File: config.mk
export PLATFORM = sky130hd
export DESIGN_NAME = wcs_readback
export DESIGN_NICKNAME = d
export VERILOG_FILES = /design/src/rtl/wcs_pkg.sv /design/src/rtl/wcs_read_detect.sv /design/src/rtl/wcs_toggle.sv /design/src/rtl/wcs_last_capture.sv /design/src/rtl/wcs_out_stage.sv /design/src/rtl/wcs_readback.sv
export SDC_FILE = /design/constraint.sdc
export NUM_CORES = 1
export LEC_CHECK = 0
export BUFFER_PORTS_ARGS = -buffer_cell sky130_fd_sc_hd__buf_2
export CORE_AREA = 2 2 39 41
export CTS_CLUSTER_DIAMETER = 200
export CTS_CLUSTER_SIZE = 16
export DETAILED_ROUTE_END_ITERATION = 7
export DIE_AREA = 0 0 41 43
export PLACE_DENSITY = 0.68
export RECOVER_POWER = 50
export SYNTH_ARGS = -nofsm -noshare
export SYNTH_HDL_FRONTEND = slang
export SYNTH_SLANG_ARGS = --single-unit
File: constraint.sdc
create_clock -name clk -period 1.12 [get_ports clk]
set_input_delay 0.056 -clock clk [delete_from_list [all_inputs] [get_ports clk]]
set_output_delay 0.056 -clock clk [all_outputs]
set_load 0.1 [all_outputs]
File: src/rtl/wcs_pkg.sv
// Shared types for the write-completion status readback block.
package wcs_pkg;
    // Source selected for the bus data register.
    typedef enum logic [1:0] {
        SEL_QUIET  = 2'd0,
        SEL_ARRAY  = 2'd1,
        SEL_STATUS = 2'd2
    } wcs_sel_e;
endpackage

File: src/rtl/wcs_read_detect.sv
// Read access detector.
// Combines the two active-low enables into one read request. It also flags
// the first cycle of each read access and the cycles in which a read is held.
// Assumes the enables are already synchronous to clk.
module wcs_read_detect (
    input  logic clk,
    input  logic rst_n,
    input  logic ce_n,
    input  logic oe_n,
    output logic rd_req,
    output logic rd_start,
    output logic rd_held
);
    logic rd_q;

    // Combined read request: both enables asserted.
    always_comb rd_req = !ce_n && !oe_n;

    // Remember the request from the previous cycle, for edge detection.
    always_ff @(posedge clk) begin
        if (!rst_n) rd_q <= 1'b0;
        else        rd_q <= rd_req;
    end

    // Classify the current cycle as the start of a read or a held read.
    always_comb begin
        rd_start = rd_req && !rd_q;
        rd_held  = rd_req && rd_q;
    end
endmodule

File: src/rtl/wcs_toggle.sv
// Toggle-bit state.
// Flips once at the start of each read access made while busy. Keeps its
// value at all other times, including across programming cycles.
module wcs_toggle (
    input  logic clk,
    input  logic rst_n,
    input  logic busy,
    input  logic rd_start,
    input  logic rd_held,
    output logic tgl_nxt
);
    logic tgl_q;

    // Value the toggle takes at this edge; used by the output stage.
    always_comb tgl_nxt = tgl_q ^ (busy && rd_start);

    // Store the toggle state.
    always_ff @(posedge clk) begin
        if (!rst_n) tgl_q <= 1'b0;
        else        tgl_q <= tgl_nxt;
    end


    held_read_no_flip_chk: assert property (@(posedge clk) disable iff (!rst_n)
        (rd_held && !rd_start) |=> $stable(tgl_q));


    idle_read_no_flip_chk: assert property (@(posedge clk) disable iff (!rst_n)
        (!busy && rd_start) |=> $stable(tgl_q));
endmodule

File: src/rtl/wcs_last_capture.sv
// Polling reference capture.
// Holds the polled data bit of the last write that the protection logic
// accepted. Refused writes never pulse wr_commit, so they cannot update it.
module wcs_last_capture (
    input  logic clk,
    input  logic rst_n,
    input  logic wr_commit,
    input  logic wr_poll_src,
    output logic poll_ref
);
    // Load the reference bit on each accepted write.
    always_ff @(posedge clk) begin
        if (!rst_n)         poll_ref <= 1'b0;
        else if (wr_commit) poll_ref <= wr_poll_src;
    end


    refused_keeps_ref_chk: assert property (@(posedge clk) disable iff (!rst_n)
        !wr_commit |=> $stable(poll_ref));
endmodule

File: src/rtl/wcs_out_stage.sv
// Output stage.
// Forms the status byte, chooses between quiet, array and status bytes, and
// registers the data together with the driver enable. Assumes POLL_BIT and
// TGL_BIT are distinct positions inside DATA_W.
module wcs_out_stage
    import wcs_pkg::*;
#(
    parameter int DATA_W   = 8,
    parameter int POLL_BIT = 7,
    parameter int TGL_BIT  = 6
) (
    input  logic              clk,
    input  logic              rst_n,
    input  logic              rd_req,
    input  logic              busy,
    input  logic              tgl_nxt,
    input  logic              poll_ref,
    input  logic [DATA_W-1:0] array_data,
    output logic [DATA_W-1:0] bus_data,
    output logic              bus_oe
);
    logic [DATA_W-1:0] status_byte;
    logic [DATA_W-1:0] next_data;
    wcs_sel_e          sel;

    // Place each status bit: polling, toggle, or reserved zero.
    for (genvar i = 0; i < DATA_W; i++) begin : g_status
        if (i == POLL_BIT) begin : g_poll
            always_comb status_byte[i] = !poll_ref;
        end else if (i == TGL_BIT) begin : g_tgl
            always_comb status_byte[i] = tgl_nxt;
        end else begin : g_rsvd
            always_comb status_byte[i] = 1'b0;
        end
    end

    // Choose the byte source for this cycle.
    always_comb begin
        if (!rd_req)   sel = SEL_QUIET;
        else if (busy) sel = SEL_STATUS;
        else           sel = SEL_ARRAY;
    end

    // Multiplex the selected source.
    always_comb begin
        case (sel)
            SEL_ARRAY:  next_data = array_data;
            SEL_STATUS: next_data = status_byte;
            default:    next_data = '0;
        endcase
    end

    // Register the bus data and the driver enable.
    always_ff @(posedge clk) begin
        if (!rst_n) begin
            bus_data <= '0;
            bus_oe   <= 1'b0;
        end else begin
            bus_data <= next_data;
            bus_oe   <= rd_req;
        end
    end
endmodule

File: src/rtl/wcs_readback.sv
// Write-completion status readback, top level.
// While busy, read accesses return a status byte: the inverted polled bit of
// the last accepted write, plus a toggle bit. Otherwise, reads return array
// data. The bus is quiet when the read is not enabled. Outputs are registered,
// with one cycle of latency from the sampled inputs.
module wcs_readback #(
    parameter int DATA_W   = 8,
    parameter int POLL_BIT = 7,
    parameter int TGL_BIT  = 6
) (
    input  logic              clk,
    input  logic              rst_n,
    input  logic              ce_n,
    input  logic              oe_n,
    input  logic              busy,
    input  logic              wr_commit,
    input  logic              wr_poll_src,
    input  logic [DATA_W-1:0] array_data,
    output logic [DATA_W-1:0] bus_data,
    output logic              bus_oe
);
    localparam int RSVD_W = (POLL_BIT < TGL_BIT) ? POLL_BIT : TGL_BIT;

    logic rd_req, rd_start, rd_held, tgl_nxt, poll_ref;

    wcs_read_detect i_detect (
        .clk(clk), .rst_n(rst_n), .ce_n(ce_n), .oe_n(oe_n),
        .rd_req(rd_req), .rd_start(rd_start), .rd_held(rd_held)
    );

    wcs_toggle i_toggle (
        .clk(clk), .rst_n(rst_n), .busy(busy), .rd_start(rd_start),
        .rd_held(rd_held), .tgl_nxt(tgl_nxt)
    );

    wcs_last_capture i_capture (
        .clk(clk), .rst_n(rst_n), .wr_commit(wr_commit),
        .wr_poll_src(wr_poll_src), .poll_ref(poll_ref)
    );

    wcs_out_stage #(.DATA_W(DATA_W), .POLL_BIT(POLL_BIT), .TGL_BIT(TGL_BIT)) i_out (
        .clk(clk), .rst_n(rst_n), .rd_req(rd_req), .busy(busy),
        .tgl_nxt(tgl_nxt), .poll_ref(poll_ref), .array_data(array_data),
        .bus_data(bus_data), .bus_oe(bus_oe)
    );


    read_drives_bus_chk: assert property (@(posedge clk) disable iff (!rst_n)
        (!ce_n && !oe_n) |=> bus_oe);


    no_read_quiet_chk: assert property (@(posedge clk) disable iff (!rst_n)
        (ce_n || oe_n) |=> (!bus_oe && bus_data == '0));


    poll_inverse_chk: assert property (@(posedge clk) disable iff (!rst_n)
        (busy && !ce_n && !oe_n && !wr_commit) |=> (bus_data[POLL_BIT] != $past(poll_ref)));


    rsvd_zero_chk: assert property (@(posedge clk) disable iff (!rst_n)
        (busy && !ce_n && !oe_n) |=> (bus_data[RSVD_W-1:0] == '0));


    array_pass_chk: assert property (@(posedge clk) disable iff (!rst_n)
        (!busy && !ce_n && !oe_n) |=> (bus_data == $past(array_data)));
endmodule

==> run_results.csv <==
group,metric,value,unit
run_status,status,"finished, final reports clean",
worst_setup_path,worstPathCellList,"buf_2",
worst_setup_path,end_kind,"primary output",
grt,top_usage_layer,"met2",
cts,clock_path_buffers,2,
grt,met2_usage,18.8,%
floorplan,core.rowCount,14,
floorplan,chipHeight,43,um
cts,cts_root_buffer,"clkbuf_4",
worst_setup_path,cpPeakStageDelay,0.42,ns
synth,seq_area_frac_synth,57.3,%
grt,overflow,0,
grt,grt_use_met3,4.71,%
floorplan,dieArea,0.00176,mm2
worst_setup_path,required,1.06,ns
cells_and_area,num_antenna_cells,0,
grt,antenna_found_initial,0,
synth,netlist_instances,33,
pwr,powerDensity,1330,mW/mm2
synth,synthTopCellsByArea,"dfxtp_1, and2_1, mux2i_1",
worst_setup_path,crit_family,"buffers and inverters",
cells_and_area,drive_above_1_share,39.4,%
placement,io_buffers,23,
grt,grt_usage,14.1,%
detailed_routing,via_per_inst,4.17,
grt,use_met1,16.2,%
worst_hold_path,hp-class,"input pin to flop",
synth,synth_nets,48,
worst_setup_path,cp-start-kind,"flop",
sta,skew,0.000276,ns
grt,grt_pass1_vias,331,
flow_run,max_cap_viol_count,0,
placement,place_inst,72,
worst_setup_path,cp_slowest_cell,"buf_2",
sta,worst-slew-pin-transition,0.784,ns
synth,synthArstFlopShare,0,%
floorplan,initial_utilization,27.8,%
cells_and_area,fillers,144,
sta,rsz0062_at_grt,"false",
detailed_routing,routed_wl,927,um
sta,fin_crit_sh,94.9,%
placement,hpwl,554,um
worst_setup_path,path_class,"flop to primary output",
cts,htree_levels,1,
worst_hold_path,hp-start,"wr_poll_src",
cells_and_area,layout.cells.non_filler,82,
detailed_routing,drtIter0Drc,8,
worst_setup_path,crit_buf_inv,1,
synth,ys_warn_count,0,
synth,syn_area,384,um2
synth,synth.top_cell.area_share,57.3,%
cts,path_clk_slew,0.08,ns
detailed_routing,wl_per_cell,11.3,um
detailed_routing,drc,0,
sta,fin_tns_setup,0,ns
synth,synth_edf_count,0,
cells_and_area,nNetsFinal,82,
floorplan,coreArea,0.00138,mm2
floorplan,ioPinCount,24,
synth,synthFlopType,"dfxtp_1",
synth,yosysMostFrequentCell,"dfxtp_1",
cells_and_area,utilization,44.9,%
cts,clock_latency,0.26,ns
cells_and_area,area_delta_synth_final,61.9,%
synth,synth_commonest_cells,"dfxtp_1, and2_1, mux2i_1, nand2b_1",
sta,slew_violations,0,
sta,period_needed,1.06,ns
cts,cts.sinks,11,
floorplan,die_w,41,um
synth,synth_cell_types,16,
pwr,p_leak,0.000294,uW
sta,hold_viol,0,
detailed_routing,antenna_left,0,
detailed_routing,first_pass_iters,4,
worst_setup_path,worst-path-max-fanout,1,
synth,synth_area_per_cell,11.6,um2
pwr,ir_worst_vdd,0.570,mV
sta,slew_headroom,47.0,%
cts,cts_buffers,3,
synth,ys_ff_latch,11,
grt,grt_max_degree,7,
worst_setup_path,startpoint,"i_out.bus_data[5]",
sta,setup_viol,0,
cts,postCtsSetupBuffers,0,
cts,cts_tree,"built",
cells_and_area,postLayoutCellArea,622,um2
placement,gp_congestion,0.718,
placement,placed_area,542,um2
synth,synth_top_cell_by_area,"dfxtp_1",
worst_setup_path,critical_path.reg2reg.startpoint,"i_out.bus_oe",
sta,max_freq,0.941,GHz
worst_setup_path,arrival,1.01,ns
detailed_routing,vias,342,
sta,hold_slack,0.0276,ns
grt,grt_pass1_wl,1.48,mm
[metal layers]
layer | vias up | wire length (um) | part of all wire [%]
li1 | 179 | - | -
met1 | 148 | 405 | 44
met2 | 15 | 467 | 50
met4 | 0 | 0 | 0
met3 | 0 | 54 | 5.8
met5 | - | 0 | 0
[per-stage QoR]
step	total power (uW)	setup slack, ns
after floorplan	499	0.0275
after global routing	878	0.0115
after global placement	545	0.218
final	828	0.0574
after detailed placement	546	0.186
after CTS	839	0.0277
[report_power, final]
part,internal (uW),switching (uW)
Sequential,403,6.35
Combinational,56.7,85.7
Clock,138,139
[layout by cell type, fill, tap and decap left out]
cell           netlist  final
nand2_1              1      1
nor2_1               1      1
dfxtp_1             11     11
xor2_1               1      1
buf_2                0     20
or2b_1               1      1
and2_0               0      5
a21boi_0             0      1
and2_1               6      1
nor3b_1              1      1
or4b_1               1      1
inv_1                1      1
nand2b_1             2      2
dlygate4sd3_1        0      6
nor4b_2              1      1
clkbuf_1             0      2
nor4b_1              1      1
buf_12               0      1
nand4bb_1            1      1
clkbuf_4             0      4
mux2i_1              2      2
o22ai_1              1      1
[repair_timing]
item	CTS	global route
resized for setup	0	1
setup endpoints to repair	0	1
hold endpoints to repair	6	0
hold buffers	6	0
[sequential cells by signal, summed over array words and instances (netlist names)]
name and count:
i_toggle.tgl_q 1, i_capture.poll_ref 1, i_out.bus_data 8, i_out.bus_oe 1
[logic make-up after synthesis]
| kind of cell | share of synthesized area [%] |
|---|---|
| simple gates | 30.6 |
| buf+inv | 0.976 |
| compound gates | 3.58 |
| xor+xnor | 2.28 |
| flops | 57.3 |
| mux | 5.21 |
[cell type report]
cell class | count | area (um2) | area share (%)
clock buffers | 4 | 26.3 | 4.23
repair buffers | 29 | 191 | 30.8
multi-input cells | 21 | 160 | 25.8
flip-flops and latches | 11 | 220 | 35.4
well taps | 16 | 20.0 | 3.22
inverters | 1 | 3.75 | 0.604
[worst paths after layout]
| path | to | slack (ns) | cells past startpoint |
|---|---|---|---|
| worst min-delay path | i_capture.poll_ref | 0.03 | 3 |
| worst max-delay path | bus_data[5] | 0.06 | 1 |
| worst max register to register | i_toggle.tgl_q | 0.15 | 2 |
| worst min register to register | i_toggle.tgl_q | 0.48 | 2 |
Note: power is estimated with default switching activity, not from simulation.
